[src/rtl/seq_mult_eo_pkg.sv]
package seq_mult_eo_pkg;

   // Selects the cycle count for one operation from its class.
   function automatic int lat_pick(input logic wide, input logic neg, input logic zero,
                                   input int lz, input int lnp, input int lnn,
                                   input int lwp, input int lwn);
      int r;
      if (zero)
         r = lz;
      else if (wide)
         r = neg ? lwn : lwp;
      else
         r = neg ? lnn : lnp;
      return r;
   endfunction

endpackage

[src/rtl/seq_mult_eo_prep.sv]
module seq_mult_eo_prep #(
   parameter int NARROW_W = 8,
   parameter int WIDE_W   = 16
) (
   input  logic [WIDE_W-1:0] op_a,
   input  logic [WIDE_W-1:0] op_b,
   input  logic              word_mode,
   input  logic              signed_mode,
   output logic [WIDE_W-1:0] mag_a,
   output logic [WIDE_W-1:0] mag_b,
   output logic              neg_res,
   output logic              b_zero
);
   logic [NARROW_W-1:0] na, nb, n_ma, n_mb;
   logic                n_sa, n_sb, w_sa, w_sb, a_nz;
   logic [WIDE_W-1:0]   w_ma, w_mb;

   always_comb begin
      na   = op_a[NARROW_W-1:0];
      nb   = op_b[NARROW_W-1:0];
      n_sa = signed_mode & na[NARROW_W-1];
      n_sb = signed_mode & nb[NARROW_W-1];
      w_sa = signed_mode & op_a[WIDE_W-1];
      w_sb = signed_mode & op_b[WIDE_W-1];
      n_ma = n_sa ? (~na + 1'b1) : na;
      n_mb = n_sb ? (~nb + 1'b1) : nb;
      w_ma = w_sa ? (~op_a + 1'b1) : op_a;
      w_mb = w_sb ? (~op_b + 1'b1) : op_b;
      if (word_mode) begin
         mag_a  = w_ma;
         mag_b  = w_mb;
         a_nz   = |op_a;
         b_zero = ~|op_b;
      end else begin
         mag_a  = WIDE_W'(n_ma);
         mag_b  = WIDE_W'(n_mb);
         a_nz   = |na;
         b_zero = ~|nb;
      end
      neg_res = (word_mode ? (w_sa ^ w_sb) : (n_sa ^ n_sb)) & a_nz & ~b_zero;
   end

endmodule

[src/rtl/seq_mult_eo_step.sv]
module seq_mult_eo_step #(
   parameter int PROD_W     = 32,
   parameter int DIGIT_BITS = 2
) (
   input  logic [PROD_W-1:0]     acc_in,
   input  logic [PROD_W-1:0]     mcand,
   input  logic [DIGIT_BITS-1:0] digit,
   output logic [PROD_W-1:0]     acc_out
);
   generate
      if (DIGIT_BITS == 1) begin : g_r2
         assign acc_out = acc_in + (digit[0] ? mcand : '0);
      end else if (DIGIT_BITS == 2) begin : g_r4
         logic [PROD_W-1:0] pp0, pp1;
         assign pp0     = digit[0] ? mcand : '0;
         assign pp1     = digit[1] ? (mcand << 1) : '0;
         assign acc_out = acc_in + pp0 + pp1;
      end else begin : g_rn
         logic [PROD_W-1:0] sum;
         always_comb begin
            sum = acc_in;
            for (int i = 0; i < DIGIT_BITS; i++)
               if (digit[i]) sum = sum + (mcand << i);
         end
         assign acc_out = sum;
      end
   endgenerate
endmodule

[src/rtl/seq_mult_eo.sv]
module seq_mult_eo
   import seq_mult_eo_pkg::*;
#(
   parameter int NARROW_W   = 8,
   parameter int WIDE_W     = 16,
   parameter int DIGIT_BITS = 2,
   parameter int LAT_ZERO   = 3,
   parameter int LAT_N_POS  = 12,
   parameter int LAT_N_NEG  = 13,
   parameter int LAT_W_POS  = 16,
   parameter int LAT_W_NEG  = 19
) (
   input  logic                clk,
   input  logic                rst_n,
   input  logic                start,
   input  logic                word_mode,
   input  logic                signed_mode,
   input  logic [WIDE_W-1:0]   op_a,
   input  logic [WIDE_W-1:0]   op_b,
   output logic [2*WIDE_W-1:0] product,
   output logic                done
);
   localparam int PROD_W      = 2 * WIDE_W;
   localparam int ITER_NARROW = NARROW_W / DIGIT_BITS;
   localparam int ITER_WIDE   = WIDE_W / DIGIT_BITS;
   localparam int ITER_CW     = $clog2(ITER_WIDE + 1);
   localparam int MAX_LAT     = (LAT_W_NEG > LAT_N_NEG) ? LAT_W_NEG : LAT_N_NEG;
   localparam int CNT_W       = $clog2(MAX_LAT + 2);

   generate
      if (NARROW_W < 1 || NARROW_W > WIDE_W)
         $error("narrow width must be between 1 and the wide width");
      if (DIGIT_BITS < 1 || (NARROW_W % DIGIT_BITS) != 0 || (WIDE_W % DIGIT_BITS) != 0)
         $error("digit size must divide both operand widths");
      if (LAT_ZERO < 1)
         $error("early-out latency must be at least one cycle");
      if (LAT_N_POS < ITER_NARROW + 1 || LAT_N_NEG < ITER_NARROW + 2)
         $error("narrow latencies too short for the datapath");
      if (LAT_W_POS < ITER_WIDE + 1 || LAT_W_NEG < ITER_WIDE + 2)
         $error("wide latencies too short for the datapath");
   endgenerate

   logic [WIDE_W-1:0]  mag_a, mag_b;
   logic               neg_res, b_zero;
   logic [CNT_W-1:0]   target_d;

   logic               busy;
   logic [CNT_W-1:0]   tick, target_q;
   logic [ITER_CW-1:0] iters;
   logic               fix_pend, wide_q;
   logic [PROD_W-1:0]  mcand, acc, acc_step, acc_neg, neg_full;
   logic [WIDE_W-1:0]  mplier;

   seq_mult_eo_prep #(.NARROW_W(NARROW_W), .WIDE_W(WIDE_W)) u_prep (
      .op_a        (op_a),
      .op_b        (op_b),
      .word_mode   (word_mode),
      .signed_mode (signed_mode),
      .mag_a       (mag_a),
      .mag_b       (mag_b),
      .neg_res     (neg_res),
      .b_zero      (b_zero)
   );

   seq_mult_eo_step #(.PROD_W(PROD_W), .DIGIT_BITS(DIGIT_BITS)) u_step (
      .acc_in  (acc),
      .mcand   (mcand),
      .digit   (mplier[DIGIT_BITS-1:0]),
      .acc_out (acc_step)
   );

   assign target_d = CNT_W'(lat_pick(word_mode, neg_res, b_zero, LAT_ZERO,
                                     LAT_N_POS, LAT_N_NEG, LAT_W_POS, LAT_W_NEG));

   // Two's-complement correction, confined to the active product width.
   always_comb begin
      neg_full = ~acc + 1'b1;
      acc_neg  = wide_q ? neg_full : PROD_W'(neg_full[2*NARROW_W-1:0]);
   end

   always_ff @(posedge clk or negedge rst_n) begin
      if (!rst_n) begin
         busy     <= 1'b0;
         tick     <= '0;
         target_q <= '0;
         iters    <= '0;
         fix_pend <= 1'b0;
         wide_q   <= 1'b0;
         mcand    <= '0;
         mplier   <= '0;
         acc      <= '0;
         product  <= '0;
         done     <= 1'b0;
      end else begin
         done <= 1'b0;
         if (!busy) begin
            if (start) begin
               busy     <= 1'b1;
               tick     <= CNT_W'(1);
               target_q <= target_d;
               wide_q   <= word_mode;
               mcand    <= PROD_W'(mag_a);
               mplier   <= b_zero ? '0 : mag_b;
               iters    <= b_zero ? '0 :
                           (word_mode ? ITER_CW'(ITER_WIDE) : ITER_CW'(ITER_NARROW));
               fix_pend <= neg_res;
               acc      <= '0;
            end
         end else begin
            tick <= tick + 1'b1;
            if (iters != '0) begin
               acc    <= acc_step;
               mcand  <= mcand << DIGIT_BITS;
               mplier <= mplier >> DIGIT_BITS;
               iters  <= iters - 1'b1;
            end else if (fix_pend) begin
               acc      <= acc_neg;
               fix_pend <= 1'b0;
            end
            if (tick == target_q) begin
               busy    <= 1'b0;
               done    <= 1'b1;
               product <= acc;
            end
         end
      end
   end

endmodule

[config.mk]
export PLATFORM = sky130hd
export DESIGN_NAME = seq_mult_eo
export DESIGN_NICKNAME = d
export VERILOG_FILES = /design/src/rtl/seq_mult_eo_pkg.sv /design/src/rtl/seq_mult_eo_prep.sv /design/src/rtl/seq_mult_eo_step.sv /design/src/rtl/seq_mult_eo.sv
export SDC_FILE = /design/constraint.sdc
export NUM_CORES = 1
export LEC_CHECK = 0
export ABC_CLOCK_PERIOD_IN_PS = 3600
export BUFFER_PORTS_ARGS = -buffer_cell sky130_fd_sc_hd__buf_2
export CAP_MARGIN = 20
export CORE_MARGIN = 8
export CORE_UTILIZATION = 45
export DETAILED_ROUTE_END_ITERATION = 8
export MAX_ROUTING_LAYER = met4
export SLEW_MARGIN = 20
export SYNTH_ARGS = -nofsm -noshare
export SYNTH_HDL_FRONTEND = slang
export SYNTH_SLANG_ARGS = --single-unit
[constraint.sdc]
create_clock -name clk -period 3.6 [get_ports clk]
set_input_delay 0.72 -clock clk [delete_from_list [all_inputs] [get_ports clk]]
set_output_delay 0.72 -clock clk [all_outputs]
set_load 0.01 [all_outputs]
==> impl_metrics.ini, run 1 <==
[grt]
grt_use_total_pct = 22.4
grt_pass1_vias = 8408
grt_pass1_wl_um = 45700
grt_max_degree = 65
grt-ovfl-total = 0
antenna_found_initial = 0

[sta]
slew-limit-headroom_pct = 34.2
final-max-slew-violation-count = 0
fmax_mhz = 291
finalHoldViolations = 0
skew_ns = 0.00948
finalSetupViolations = 0
holdWs_ns = 0.294
period_share_pct = 95.4
worst_slew_pin_slew_ns = 0.988
period_minus_slack_ns = 3.44
rsz0062_at_grt = false

[power_and_ir_drop]
p_total_uw = 12600
p_leak_uw = 0.00506
power.density_mw_per_mm2 = 1130
ir_drop_v = 0.000538

[worst_setup_path]
required_ns = 3.90
ff2ff_path_depth = 12
r2r-end = acc[26]$_DFFE_PN0P_
crit_chain = and2_1 -> fa_1 -> ha_2 -> a211o_1 -> a21o_1 -> a311oi_2 -> o21ai_1 -> buf_4 -> a31oi_2 -> o21ai_0 -> xor2_1 -> a221o_1
cp_top_family = compound AO/OA/AOI/OAI gates
critPathMaxStageDelay_ns = 0.51
cp.arrival_ns = 3.74
critPathKind = register to register
endpoint_kind = register
r2r_slack_ns = 0.16
cp_max_fo = 13
crit_buf_inv = 1
critPathLaunchType = register
timing.rr.start = mplier[1]$_DFFE_PN0P_
crit_slowest_cell = fa_1

[drt]
postRouteAntennaNets = 0
drc = 0
wl_met3_um = 1620
wl_met2_um = 12400
vias = 8711
drt_iter0_drc = 674
drt_wl_total_um = 27900
drtPass1Iterations = 5
wl_per_cell_um = 18.5
wl_met1_um = 13500
highest_layer = met4
vias_per_cell = 5.78

[final_layout]
fillers = 2004
fin_area_mm2 = 0.0112
area_growth_pct = 17.0
fin_nets = 1324
utilization_pct = 53.5
diodes = 0
layout-drive-gt1-share_pct = 17.8
seqCellArea_mm2 = 0.00323
multi_input_area_mm2 = 0.00612

[logic_synthesis]
synth_nets = 1229
netlist.top_cell.by_area = dfrtp_1
yosys_warnings = 0
synth.area.top_cells = dfrtp_1 (34%), o21ai_0 (6.5%), fa_1 (6.5%)
async_flop_share_pct = 100
ys_types = 66
synth.avg_cell_area_um2 = 8.52
synth_flop_cell = dfrtp_1
ys_ff_latch = 129
ys_seq_area_share_pct = 33.7
syn_area_mm2 = 0.00958
yosysTopAreaCellShare_pct = 33.7
synth-edff-count = 0
synthCells = 1125

[placement]
place.gp.congestion = 0.939
dpl_cell_area_mm2 = 0.0106
portBuffers = 69
hpwlAfterDp_um = 20500

[cts]
clock_latency_ns = 0.42
cts_tree = built
postCtsSetupRepairBufs = 0
cts_buffers = 17
cts_num_sinks = 129
cts_buffer_depth = 2
cts_root_buf = clkbuf_16
clk_pin_slew_worst_paths_ns = 0.06
h-tree-depth = 4
hold_buffers = 0

[outcome]
status = complete, no violations

[floorplan]
coreArea_mm2 = 0.0210
die_x_um = 162
io_pins = 70
rows = 53
dieArea_mm2 = 0.0262
initial_core_util_pct = 45.7
die_h_um = 162

[flow_run]
cap_viol_max_count = 0

[hold_path]
hold_class = input port to async pin
==> repair_timing <==
action,CTS,global route
pin swaps,0,2
hold endpoints to repair,0,0
setup endpoints to repair,3,10
resized for setup,4,15
==> power by group <==
group / leakage, µW / internal [µW] / total (µW) / switching (µW)
Sequential: 0.00161 / 2190 / 2990 / 797
Clock: 0.000291 / 1110 / 1810 / 694
Combinational: 0.00317 / 3430 / 7830 / 4410
Total: 0.00506 / 6730 / 12600 / 5900
==> layout by cell type (no fill, tap or decap), types with 7 or more instances in the layout <==
cell type  synthesis  routed
nand2_1          165     165
a31oi_1           11      10
nor2_1            80      80
buf_2              0      68
nor3_1            31      31
clkbuf_16          0      17
ha_1              36      33
nor4_1             8       8
nand4_1           12      12
mux2_2            34      34
and3_1             8       8
a22oi_1           12      12
a211oi_1          11      10
a21o_1            15      15
or3_1             19      19
xor2_1            20      20
xnor2_1           29      29
nand2b_1          10      10
and2_1            64      64
buf_4              0      61
mux2i_1            8       8
inv_1             19      19
o21a_1             9       9
a21oi_1           71      68
o21ai_0          125     119
o21ai_1            6      10
o221ai_1           7       7
dfrtp_1          129     127
fa_1              31      31
nand3_1           20      20
o31ai_1           10       9
==> worst max path at each step <==
stage | startpoint | to | slack [ns] | depth (start not counted)
after floorplan | mplier[1]$_DFFE_PN0P_ | acc[26]$_DFFE_PN0P_ | 0.31 | 12
after global placement | mplier[1]$_DFFE_PN0P_ | acc[30]$_DFFE_PN0P_ | -0.01 | 12
after detailed placement | mplier[1]$_DFFE_PN0P_ | acc[30]$_DFFE_PN0P_ | -0.08 | 12
after CTS | mplier[1]$_DFFE_PN0P_ | acc[29]$_DFFE_PN0P_ | 0.03 | 13
after global routing | mplier[1]$_DFFE_PN0P_ | acc[30]$_DFFE_PN0P_ | 0.007 | 12
final | mplier[1]$_DFFE_PN0P_ | acc[26]$_DFFE_PN0P_ | 0.16 | 12
==> synthesized netlist by cell type, drive strengths merged (12+ instances only) <==
library cell / number
o21ai: 131
xnor2: 29
fa: 31
nor3: 33
nor2: 80
inv: 19
nand3: 20
a22oi: 12
dfrtp: 129
clkbuf: 53
or3: 20
a21o: 15
xor2: 20
a21oi: 71
ha: 36
nand2: 166
and2: 64
mux2: 34
nand4: 12
==> per-layer routing <==
layer  up-vias  global-route usage [%]
li1       4219                       -
met5         -                       -
met2       250                    33.1
met1      4212                    30.6
met3        30                    4.25
met4         0                    6.61
==> flip-flops by register name, summed over array words and instances, names as in the netlist, 4 cells and up <==
register	count
mplier	16
product	32
iters	4
acc	32
target_q	4
tick	5
mcand	32
==> stage by stage <==
stage                     worst slack [ns]  instances  TNS [ns]
after floorplan                      0.305       1125         0
after CTS                           0.0313       1508         0
after global routing               0.00659       1508         0
final                                0.165       1508         0
after detailed placement           -0.0767       1476    -0.130
after global placement             -0.0138       1476   -0.0138
==> cell type report <==
class | count | share of cell area, %
tap | 275 | 3.07
clock inverter | 12 | 1.42
inverter | 19 | 0.637
sequential | 129 | 28.8
timing repair buffer | 131 | 7.40
clock buffer | 20 | 3.99
multi-input combinational | 922 | 54.7
==> cell families after synthesis <==
group	synth area share, %
and+or+nand+nor	22.6
AOI/OAI and AO/OA	20.2
DFF	33.7
buffers and inverters	2.98
adders and majority gates	11.2
xor gates and xnor gates	4.48
muxes	4.83
==> worst reg2reg max path, cell delays in order, from the launching register on <==
cell and delay (ns):
dfrtp_2 0.47, and2_1 0.20, fa_1 0.51, ha_2 0.32, a211o_1 0.28, a21o_1 0.17
a311oi_2 0.23, o21ai_1 0.14, buf_4 0.16, a31oi_2 0.21, o21ai_0 0.12, xor2_1 0.17
a221o_1 0.35
Power figures use the tool's default switching activity.
==> run 2, diff against run 1 <==
--- a/config.mk
+++ b/config.mk
@@ -12,6 +12,7 @@
 export CORE_UTILIZATION = 45
 export DETAILED_ROUTE_END_ITERATION = 8
 export MAX_ROUTING_LAYER = met4
+export REMOVE_ABC_BUFFERS = 1
 export SLEW_MARGIN = 20
 export SYNTH_ARGS = -nofsm -noshare
 export SYNTH_HDL_FRONTEND = slang
==> impl_metrics.ini, run 2 (synthesis results as in run 1) <==
[sta]
worst_slew_pin_slew_ns = 0.995
finalSetupViolations = 0
finalHoldViolations = 0
period_share_pct = 95.8
period_minus_slack_ns = 3.45
skew_ns = 0.0140
rsz0062_at_grt = true
fmax_mhz = 290
setup_tns_ns = 0
final-max-slew-violation-count = 0
layout_setup_ws_ns = 0.150
slew-limit-headroom_pct = 33.0

[final_layout]
final_common_cell = nand2_1
largestRegisters = acc: 32 flops, mcand: 32 flops, product: 32 flops
fillers = 2053
layout-drive-gt1-share_pct = 18.3
mostFrequentLayoutCells = nand2_1 (165), dfrtp_1 (127), o21ai_0 (120)
diodes = 0
final_cell_count_no_fill = 1512
fin_area_mm2 = 0.0112
area_growth_pct = 16.8
fin_nets = 1328

[power_and_ir_drop]
ir_drop_v = 0.000526
power.density_mw_per_mm2 = 1120
p_leak_uw = 0.00504

[placement]
dp_slack_ns = -0.0799
hpwlAfterDp_um = 20500
place.gp.congestion = 0.922
place_inst = 1480
dpl_cell_area_mm2 = 0.0106
portBuffers = 69

[drt]
postRouteAntennaNets = 0
drt_iter0_drc = 682
vias = 8675
vias_per_cell = 5.74
drc = 0
wl_per_cell_um = 18.2
drtPass1Iterations = 5
drt_wl_total_um = 27500

[cts]
hold_buffers = 0
clock_latency_ns = 0.42
cts_tree = built
cts_buffer_depth = 2
cts_num_sinks = 129
clk_pin_slew_worst_paths_ns = 0.07
cts_root_buf = clkbuf_16
cts_buffers = 17
h-tree-depth = 4

[worst_setup_path]
ff2ff_path_depth = 10
cp.arrival_ns = 3.81
critPathKind = register to register
crit_slowest_cell = or4_1
critPathLaunchType = register
required_ns = 3.96
endpoint_kind = register
r2r_slack_ns = 0.15
crit_chain = buf_4 -> buf_4 -> and2_1 -> fa_1 -> ha_1 -> nand2_1 -> or4_1 -> o2111a_1 -> or4_1 -> nand3_1
cp_max_fo = 19
r2r-end = acc[30]$_DFFE_PN0P_
critPathMaxStageDelay_ns = 0.52
crit_start = mplier[1]$_DFFE_PN0P_
timing.rr.start = mplier[1]$_DFFE_PN0P_

[grt]
grt-ovfl-total = 0
antenna_found_initial = 0
grt_max_degree = 53
grt_pass1_wl_um = 45500
grt_use_total_pct = 22.2
grt_pass1_vias = 8583

[floorplan]
rows = 53
coreArea_mm2 = 0.0210
die_h_um = 162
dieArea_mm2 = 0.0262
initial_core_util_pct = 45.7
io_pins = 70
die_x_um = 162

[outcome]
status = complete, no violations

[flow_run]
cap_viol_max_count = 0

[hold_path]
hold_class = input port to async pin
-- run 2: how the worst max path moves through the flow --
stage                                      to  slack [ns]  depth (start not counted)
final                     acc[30]$_DFFE_PN0P_        0.15                         10
after detailed placement  acc[31]$_DFFE_PN0P_       -0.08                         12
after global placement    acc[31]$_DFFE_PN0P_        0.04                         12
after CTS                 acc[31]$_DFFE_PN0P_        0.03                         13
after floorplan           acc[25]$_DFFE_PN0P_        0.13                         12
after global routing      acc[29]$_DFFE_PN0P_       -0.05                         13
-- run 2: routing by layer --
| metal | wire (µm) | track usage, % | vias up |
|---|---|---|---|
| met1 | 13700 | 31.1 | 4166 |
| met4 | 630 | 7.58 | 0 |
| li1 | - | - | 4228 |
| met3 | 1210 | 2.89 | 37 |
| met5 | 0 | - | - |
| met2 | 11900 | 32.4 | 244 |
-- run 2: worst max-delay path: cells and delay by family, from the launching register on --
kind                     cells  cell delay (ns)
AND/OR/NAND/NOR              5             1.41
adder cells (fa/ha/maj)      2             0.91
flip-flops                   1             0.44
buffers and inverters        2             0.36
AO/OA/AOI/OAI                1             0.29
-- run 2: per-stage QoR --
stage                     hold WS, ns  power [µW]  utilization [%]
after floorplan                 0.424        7950                -
after global placement          0.466       10600             50.5
after detailed placement        0.472       10700             50.5
after CTS                       0.245       12400             53.1
after global routing            0.260       13700             53.4
final                           0.222       12500             53.4
-- run 2: what timing repair did --
| item | CTS | global route |
|---|---|---|
| resized for setup | 1 | 20 |
| endpoints found under the setup margin | 1 | 9 |
| pin swaps | 0 | 1 |
| setup buffers | 0 | 0 |
-- run 2: power by group --
group	internal [µW]	switching [µW]
registers	2190	781
logic	3510	4390
clock network	897	747
total	6590	5920
-- run 2: layout make-up --
cell class                      count  area, µm²  area share, %
Clock buffer                       17        425           3.80
Sequential cell                   129       3230           28.9
Inverter                           19       71.3          0.637
Tap cell                          275        344           3.07
Multi-Input combinational cell    922       6140           54.8
Clock inverter                     15        123           1.10
Timing Repair Buffer              135        860           7.68
==> run 3, diff against run 2 <==
--- a/config.mk
+++ b/config.mk
@@ -8,6 +8,7 @@
 export ABC_CLOCK_PERIOD_IN_PS = 3600
 export BUFFER_PORTS_ARGS = -buffer_cell sky130_fd_sc_hd__buf_2
 export CAP_MARGIN = 20
+export CORE_ASPECT_RATIO = 1.5
 export CORE_MARGIN = 8
 export CORE_UTILIZATION = 45
 export DETAILED_ROUTE_END_ITERATION = 8
==> impl_metrics.ini, run 3 (synthesis results as in run 1) <==
[final_layout]
largestRegisters = acc: 32 flops, mcand: 32 flops, product: 32 flops
final_common_cell = nand2_1
layout-drive-gt1-share_pct = 19.7
diodes = 0
fillers = 1996
final_cell_count_no_fill = 1525
area_growth_pct = 18.9
fin_nets = 1348
mostFrequentLayoutCells = nand2_1 (165), dfrtp_1 (127), o21ai_0 (119)

[placement]
hpwlAfterDp_um = 22700
portBuffers = 69
place.gp.congestion = 0.953
place_inst = 1489

[grt]
grt-ovfl-total = 0
grt_max_degree = 72
grt_use_total_pct = 23.9
grt_pass1_wl_um = 47900
grt_pass1_vias = 9009
antenna_found_initial = 0

[sta]
period_minus_slack_ns = 3.48
skew_ns = 0.0108
finalHoldViolations = 0
rsz0062_at_grt = false
holdWs_ns = 0.254
finalSetupViolations = 0
worst_slew_pin_slew_ns = 0.838
slew-limit-headroom_pct = 44.0
fmax_mhz = 287
period_share_pct = 96.7
final-max-slew-violation-count = 0

[worst_setup_path]
critPathMaxStageDelay_ns = 0.49
crit_buf_inv = 3
endpoint_kind = register
required_ns = 3.96
critPathLaunchType = register
cp_common_cell = buf_4
cp.arrival_ns = 3.84
timing.rr.start = mplier[0]$_DFFE_PN0P_
cp_top_family = simple AND/OR/NAND/NOR gates
cp_max_fo = 14
crit_chain = buf_4 -> buf_4 -> and2_1 -> fa_1 -> ha_1 -> buf_4 -> nand4_1 -> or4_1 -> o2111a_1 -> or4_1 -> nand3_1
crit_slowest_cell = dfrtp_2
crit_start = mplier[0]$_DFFE_PN0P_
critPathKind = register to register

[drt]
vias = 8904
drt_wl_total_um = 29800
drc = 0
vias_per_cell = 5.84
drt_iter0_drc = 608
drtPass1Iterations = 6
wl_per_cell_um = 19.5
postRouteAntennaNets = 0

[floorplan]
rows = 65
die_h_um = 195
die_x_um = 135
coreArea_mm2 = 0.0210
initial_core_util_pct = 45.7
io_pins = 70
dieArea_mm2 = 0.0263

[power_and_ir_drop]
power.density_mw_per_mm2 = 1150
p_leak_uw = 0.00515
ir_drop_v = 0.000466

[cts]
cts_buffer_depth = 2
hold_buffers = 0
cts_num_sinks = 129
cts_buffers = 17
clock_latency_ns = 0.44
cts_tree = built
h-tree-depth = 4
clk_pin_slew_worst_paths_ns = 0.06
cts_root_buf = clkbuf_16

[outcome]
status = complete, no violations

[flow_run]
cap_viol_max_count = 0

[hold_path]
hold_class = input port to async pin
## run 3: area by class of cell
class                           instances  area (µm²)  area share (%)
Sequential cell                       129        3230            28.4
Clock inverter                         12         109           0.956
Tap cell                              268         335            2.94
Inverter                               19        71.3           0.626
Multi-Input combinational cell        922        6170            54.1
Timing Repair Buffer                  155        1010            8.87
Clock buffer                           20         467            4.10
## run 3: final timing paths
kind                       cells past startpoint  slack (ns)                endpoint
setup / recovery                              11        0.12     acc[30]$_DFFE_PN0P_
hold / removal                                 1        0.25          done$_DFF_PN0_
setup reg to reg                              11        0.12     acc[30]$_DFFE_PN0P_
hold reg to reg                                2        0.49  mplier[15]$_DFFE_PN0P_
max in group asynchronous                      2        2.53     acc[29]$_DFFE_PN0P_
min in group clk                               2        0.49  mplier[15]$_DFFE_PN0P_
## run 3: worst reg2reg max path: stages, from the launching register on
cell and delay (ns):
dfrtp_2 0.49, buf_4 0.20, buf_4 0.17, and2_1 0.15, fa_1 0.46, ha_1 0.37
buf_4 0.16, nand4_1 0.16, or4_1 0.43, o2111a_1 0.25, or4_1 0.47, nand3_1 0.10
## run 3: per-stage QoR
step,worst slack [ns],total power (µW),TNS [ns],util (%),area [µm²]
2_1_floorplan,0.128,7950,0,-,9370
3_3_place_gp,-0.0263,11100,-0.0263,51.0,10700
3_5_place_dp,-0.120,11200,-0.222,51.0,10700
4_1_cts,0.0224,13000,0,53.8,11300
5_1_grt,0.0116,14200,0,54.3,11400
6_report,0.120,13100,0,54.3,11400
## run 3: report_power, final
part	internal, µW	total (µW)	switching [µW]
sequential	2190	2980	784
combinational	3780	8430	4660
clock	1000	1690	684
total	6970	13100	6130
## run 3: metal layers
layer	global-route usage, %	wire length (µm)	vias up
met2	41.3	15600	251
met3	2.99	946	79
met5	-	0	-
li1	-	-	4262
met4	14.3	1750	0
met1	25.3	11500	4312
## run 3: repair_timing
item                                    CTS  global route
gates cloned                              0             0
setup buffers                             0             3
resized for setup                         4            21
endpoints found under the hold margin     0             0
pin swaps                                 0             7
endpoints found under the setup margin    4             8
